===== src/rtl/spi_dbuf_master.sv =====
`timescale 1ns/1ps
module spi_dbuf_master #(
  parameter int DW   = 8,
  parameter int DIVW = 3
) (
  input  logic          clk,
  input  logic          rst_n,
  input  logic [1:0]    addr,
  input  logic          wr,
  input  logic          rd,
  input  logic [DW-1:0] wdata,
  output logic [DW-1:0] rdata,
  input  logic          dbg_halt,
  input  logic          sleep,
  output logic          sck,
  output logic          mosi,
  input  logic          miso,
  output logic          ss_n,
  output logic          irq_tx,
  output logic          irq_rx,
  output logic          irq_err,
  output logic          wake
);
  localparam int CW = 5 + DIVW;
  localparam int BW = $clog2(DW);
  localparam logic [1:0] A_CTRL = 2'd0, A_STAT = 2'd1, A_DATA = 2'd2;

  logic [CW-1:0]   ctrl;
  logic [DW-1:0]   txd, sh, rxd;
  logic [DIVW-1:0] cnt;
  logic [BW-1:0]   bitc;
  logic            busy, txe, rxf, ovf, rx_arm, ov_arm;

  wire             en         = ctrl[0];
  wire             halt_wr_en = ctrl[4];
  wire [DIVW-1:0]  div        = ctrl[CW-1:5];

  wire st_rd  = rd && addr == A_STAT;
  wire dat_rd = rd && addr == A_DATA;
  wire dat_wr = wr && addr == A_DATA && en && !(dbg_halt && !halt_wr_en);
  wire tick   = busy && cnt == div;
  wire done   = tick && sck && bitc == BW'(DW-1);
  wire load   = !txe && (!busy || done);
  wire rx_clr = dat_rd && rx_arm;
  wire ov_clr = dat_rd && ov_arm;
  wire [DW-1:0] newb = {sh[DW-2:0], miso};

  always_ff @(posedge clk or negedge rst_n) begin
    if (!rst_n) begin
      ctrl <= '0; txd <= '0; sh <= '0; rxd <= '0; cnt <= '0; bitc <= '0;
      busy <= 1'b0; sck <= 1'b0; mosi <= 1'b0;
      txe <= 1'b1; rxf <= 1'b0; ovf <= 1'b0; rx_arm <= 1'b0; ov_arm <= 1'b0;
    end else begin
      if (wr && addr == A_CTRL) ctrl <= wdata[CW-1:0];
      if (!en) begin
        busy <= 1'b0; sck <= 1'b0; mosi <= 1'b0; cnt <= '0; bitc <= '0;
        txe <= 1'b1; rxf <= 1'b0; ovf <= 1'b0; rx_arm <= 1'b0; ov_arm <= 1'b0;
      end else begin
        if (st_rd && rxf) rx_arm <= 1'b1;
        else if (dat_rd) rx_arm <= 1'b0;
        if (st_rd && ovf) ov_arm <= 1'b1;
        else if (dat_rd) ov_arm <= 1'b0;

        if (dat_wr) txd <= wdata;
        if (dat_wr) txe <= 1'b0;
        else if (load) txe <= 1'b1;

        if (busy) cnt <= tick ? '0 : cnt + 1'b1;
        if (tick) begin
          sck <= ~sck;
          if (!sck) mosi <= sh[DW-1];
          else begin
            sh   <= newb;
            bitc <= bitc + 1'b1;
          end
        end

        if (done) begin
          rxf <= 1'b1;
          if (rxf && !rx_clr) ovf <= 1'b1;
          else rxd <= newb;
        end else begin
          if (rx_clr) rxf <= 1'b0;
          if (ov_clr) ovf <= 1'b0;
        end

        if (load) begin
          sh <= txd; busy <= 1'b1; cnt <= '0; bitc <= '0;
        end else if (done) busy <= 1'b0;
      end
    end
  end

  always_comb begin
    case (addr)
      A_CTRL:  rdata = DW'(ctrl);
      A_STAT:  rdata = {{(DW-3){1'b0}}, ovf, rxf, txe};
      A_DATA:  rdata = rxd;
      default: rdata = '0;
    endcase
  end

  assign ss_n    = ~busy;
  assign irq_tx  = en && ctrl[1] && txe;
  assign irq_rx  = en && ctrl[2] && rxf;
  assign irq_err = en && ctrl[3] && ovf;
  assign wake    = sleep && (irq_tx || irq_rx || irq_err);
endmodule



===== config.mk =====
export PLATFORM = sky130hd
export DESIGN_NAME = spi_dbuf_master
export DESIGN_NICKNAME = d
export VERILOG_FILES = /design/src/rtl/spi_dbuf_master.sv
export SDC_FILE = /design/constraint.sdc
export NUM_CORES = 1
export LEC_CHECK = 0
export BUFFER_PORTS_ARGS = -buffer_cell sky130_fd_sc_hd__clkbuf_2
export CORE_MARGIN = 2
export CORE_UTILIZATION = 23
export CTS_CLUSTER_SIZE = 8
export DETAILED_ROUTE_END_ITERATION = 16
export PLACE_DENSITY = 0.41
export SLEW_MARGIN = 10
export SYNTH_ARGS = -nofsm -noshare
export SYNTH_HDL_FRONTEND = slang
export SYNTH_SLANG_ARGS = --single-unit

===== constraint.sdc =====
create_clock -name clk -period 5.35 [get_ports clk]
set_input_delay 0.2675 -clock clk [delete_from_list [all_inputs] [get_ports clk]]
set_output_delay 0.2675 -clock clk [all_outputs]
set_load 0.01 [all_outputs]

==> run summary <==
* completed — status
* 0 — GRT Residual Overflow
* 0.181 — combinational group share of total power
* 1628 — vias in the first global route
* input pin to async pin — min-delay worst type
* 5 — length of the first detailed-routing pass in iterations
* 0 — final antenna-violating net count
* 0 — Critical path buffers and inverters
* 0.786 — placer congestion estimate
* 332 nW/um^2 — Power per Cell Area
* 2 — number of buffers between clock root and the deepest sink
* 0.0165 — adder-cell area share of the yosys netlist
* 31 — IO Port Bufs
* 18.3% — area growth from synthesis to layout
* flip-flop to flip-flop — crit path kind
* 0.415 GHz — Max Freq
* 0 — number of enable flip-flop cells after synthesis
* 1647 — via count
* 32 — num ports
* 0.289 — Switching Share
* 10700 sq um — Die ar.
* multiplexers — largest family of logic cells by synthesized area
* 0 — count of maximum capacitance violations
* 46 — clock sink total
* 0.518 — fraction of power consumed by sequential logic
* 1.00 — share of synthesized flip-flops with an asynchronous set or reset
* false — RSZ-0062 raised after global routing
* ctrl[5]$_DFFE_PN0P_ — launch point of the worst reg-to-reg path
* 0 — Hold Violations, Final
* 0.507 — register area share after synthesis
* 0.111 — GR Util All Layers
* flip-flop — Crit. End Element
* 103 um — die outline height
* xor2_1 > nor4_1 > o21ai_1 > a222oi_1 — crit path cell chain
* 0.136 — fraction of synthesized area in multiplexers
* 14.9 um — average routed wire per standard cell
* yes — CTS tree
* 0 — post-route DRC violation count
* 2940 ps — reg-to-reg setup timing slack
* 10.7 sq um — post-synthesis average cell area
* 0 — hold_buf cts
* 635 uW — Int Power
* 1050 ps — slew at the pin closest to its max-slew limit
* 232 — nets in the synthesized netlist
* 4 — reg2reg path depth
* 36 — number of placement rows
* 377 — number of non-filler instances in the completed layout
* 0.254 — share of cells above drive strength 1
* 8830 um — wire length of the first global-routing pass
* 0.129 — share of synthesized cell area in and, or, nand and nor gates
* 300 ps — worst-skew pair later-pin latency
* 5540 ps — required time at the worst-slack endpoint
* 9680 sq um — core area
* 370 — number of cells in the design after placement
* 2270 sq um — summed instance area of the synthesized netlist
* sky130_fd_sc_hd__clkbuf_8 — clock root buffer
* 8 — maximum fanout encountered on the critical timing path
* 0 — final count of negative-setup-slack endpoints
* 0 — number of max-slew violations in the final report
* 4.37 — DR vias/cell
* sky130_fd_sc_hd__nor4_1 — crit path max-delay cell type
* 0.0308 — XOR/XNOR share of the synthesized area
* flip-flop — Worst setup SP type
* 69 — DRC marker count from the first detailed-route iteration
* 259 uW — sw power
* 0 — count of cells resized by post-cts repair
* 0 ps — setup tns final
* sky130_fd_sc_hd__dfrtp_1 (45), sky130_fd_sc_hd__clkbuf_2 (31), sky130_fd_sc_hd__nand2_1 (23) — commonest cells after routing, fill and taps aside
* 2 — number of H-tree branching levels
* compound AO/OA/AOI/OAI gates — cell family with most CP delay
* 0.298 — relative max-transition margin
* 0 — number of diodes added for antenna fixing
* 264 — total number of nets in the final design
* 7.82 ps — clock skew after layout
* 2410 ps — shortest period the worst path allows
* 0.235 — effective utilization at floorplan
* 0 — number of warning messages in the yosys log
* 0.301 — portion of total power attributed to the clock network
* sky130_fd_sc_hd__dfrtp_1 — leading cell type in the layout, fill and taps excluded
* 46 — count of state elements after synthesis
* sky130_fd_sc_hd__dfrtp_1 — predominant post-synthesis flop cell
* 5600 um — final routed wirelength across all metal layers
* 810 ps — crit-path max cell delay
* 90 ps — Clock Pin Slew Worst Setup and Hold Paths
* sh[1]$_DFFE_PN0P_ — endpoint of the lowest-slack register-to-register path
* 41 — distinct cell type count of the synthesized netlist
* 4020 um — final HPWL from detailed placement
* 0.00127 uW — Leakage Power
* 0 — initial antenna violation count
* 0.450 — share of the clock period used by the worst path
* 5 — TritonCTS Buffers
* 47 — maximum number of pins on one net before global-route repair
* 212 — number of standard cells after synthesis
* 0.117 mV — largest vdd supply drop
* 2590 ps — arrival time of data at the critical path endpoint
* 0 — number of setup buffers added after CTS
* 103 um — die span in x
* 0.129 — Synth Area in Compound Gates
## worst reg2reg max path, cell delays in order (launching register included)
cell                       delay, ps
sky130_fd_sc_hd__dfrtp_1         440
sky130_fd_sc_hd__xor2_1          210
sky130_fd_sc_hd__nor4_1          810
sky130_fd_sc_hd__o21ai_1         480
sky130_fd_sc_hd__a222oi_1        360
## through the flow
step	setup slack [ps]	total power [uW]	area (sq um)	hold WS [ps]	utilization
finish	2940	894	2690	39.4	0.278
global route	2690	948	2690	117	0.278
CTS	2870	907	2690	91.7	0.278
detailed placement	2890	635	2580	419	0.266
global placement	2990	631	2580	409	0.266
floorplan	3260	568	2270	-28.1	-
## area by class of cell
type                    instances  area [sq um]
clock inverters                 1          30.0
clock buffers                   6          82.6
well taps                     133           166
multi-input cells             137          1010
flip-flops and latches         46          1150
repair buffers                 33           170
inverters                      21          78.8
fillers                      1021          6990
## layer usage
metal / wire [um] / track usage / up-vias
li1: - / - / 802
met1: 2720 / 0.157 / 801
met2: 2570 / 0.174 / 39
met3: 230 / 0.0195 / 5
met4: 78 / 0.0314 / 0
met5: 0 / 0 / -
## cell usage after synthesis (all sizes together) (3+ instances only)
cell | instances | area, sq um
nor2b | 4 | 25.0
nand2 | 23 | 86.3
a21oi | 4 | 20.0
a222oi | 8 | 80.1
clkbuf | 6 | 22.5
inv | 21 | 78.8
xor2 | 3 | 26.3
nand3 | 3 | 15.0
ha | 3 | 37.5
dfrtp | 45 | 1130
and3 | 4 | 25.0
xnor2 | 5 | 43.8
mux2 | 16 | 210
o21ai | 16 | 80.1
a21boi | 5 | 37.5
mux2i | 10 | 100
nor2 | 9 | 33.8
## state kept, by name, indices dropped and copies added, names as in the netlist
name    flops
cnt         3
bitc        3
ov_arm      1
rxf         1
rx_arm      1
busy        1
mosi        1
ovf         1
ctrl        8
rxd         8
txe         1
sck         1
sh          8
txd         8
## power by group through the flow
stage,combinational (uW),clock (uW),sequential [uW]
after floorplan,119,0,449
after global placement,160,0,471
after detailed placement,163,0,472
after CTS,164,279,464
after global routing,183,291,474
final,162,269,463
## cell families (layout without fill, tap and decap cells)
group,after synthesis,count (layout)
buffers and inverters,29,61
DFF,46,46
AOI/OAI and AO/OA,42,42
and+or+nand+nor,58,58
muxes,26,26
xor gates and xnor gates,8,8
adders and majority gates,3,3
## worst max-delay path by stage
stage                             start            endpoint  cells after the start
floorplan           bitc[0]$_DFFE_PN0P_  rxd[0]$_DFFE_PN0P_                      7
global placement    bitc[0]$_DFFE_PN0P_  rxd[3]$_DFFE_PN0P_                      6
detailed placement  ctrl[5]$_DFFE_PN0P_   sh[1]$_DFFE_PN0P_                      4
CTS                 ctrl[5]$_DFFE_PN0P_   sh[1]$_DFFE_PN0P_                      4
global route        ctrl[6]$_DFFE_PN0P_   sh[1]$_DFFE_PN0P_                      4
finish              ctrl[5]$_DFFE_PN0P_   sh[1]$_DFFE_PN0P_                      4
(Power assumes the default switching activity.)
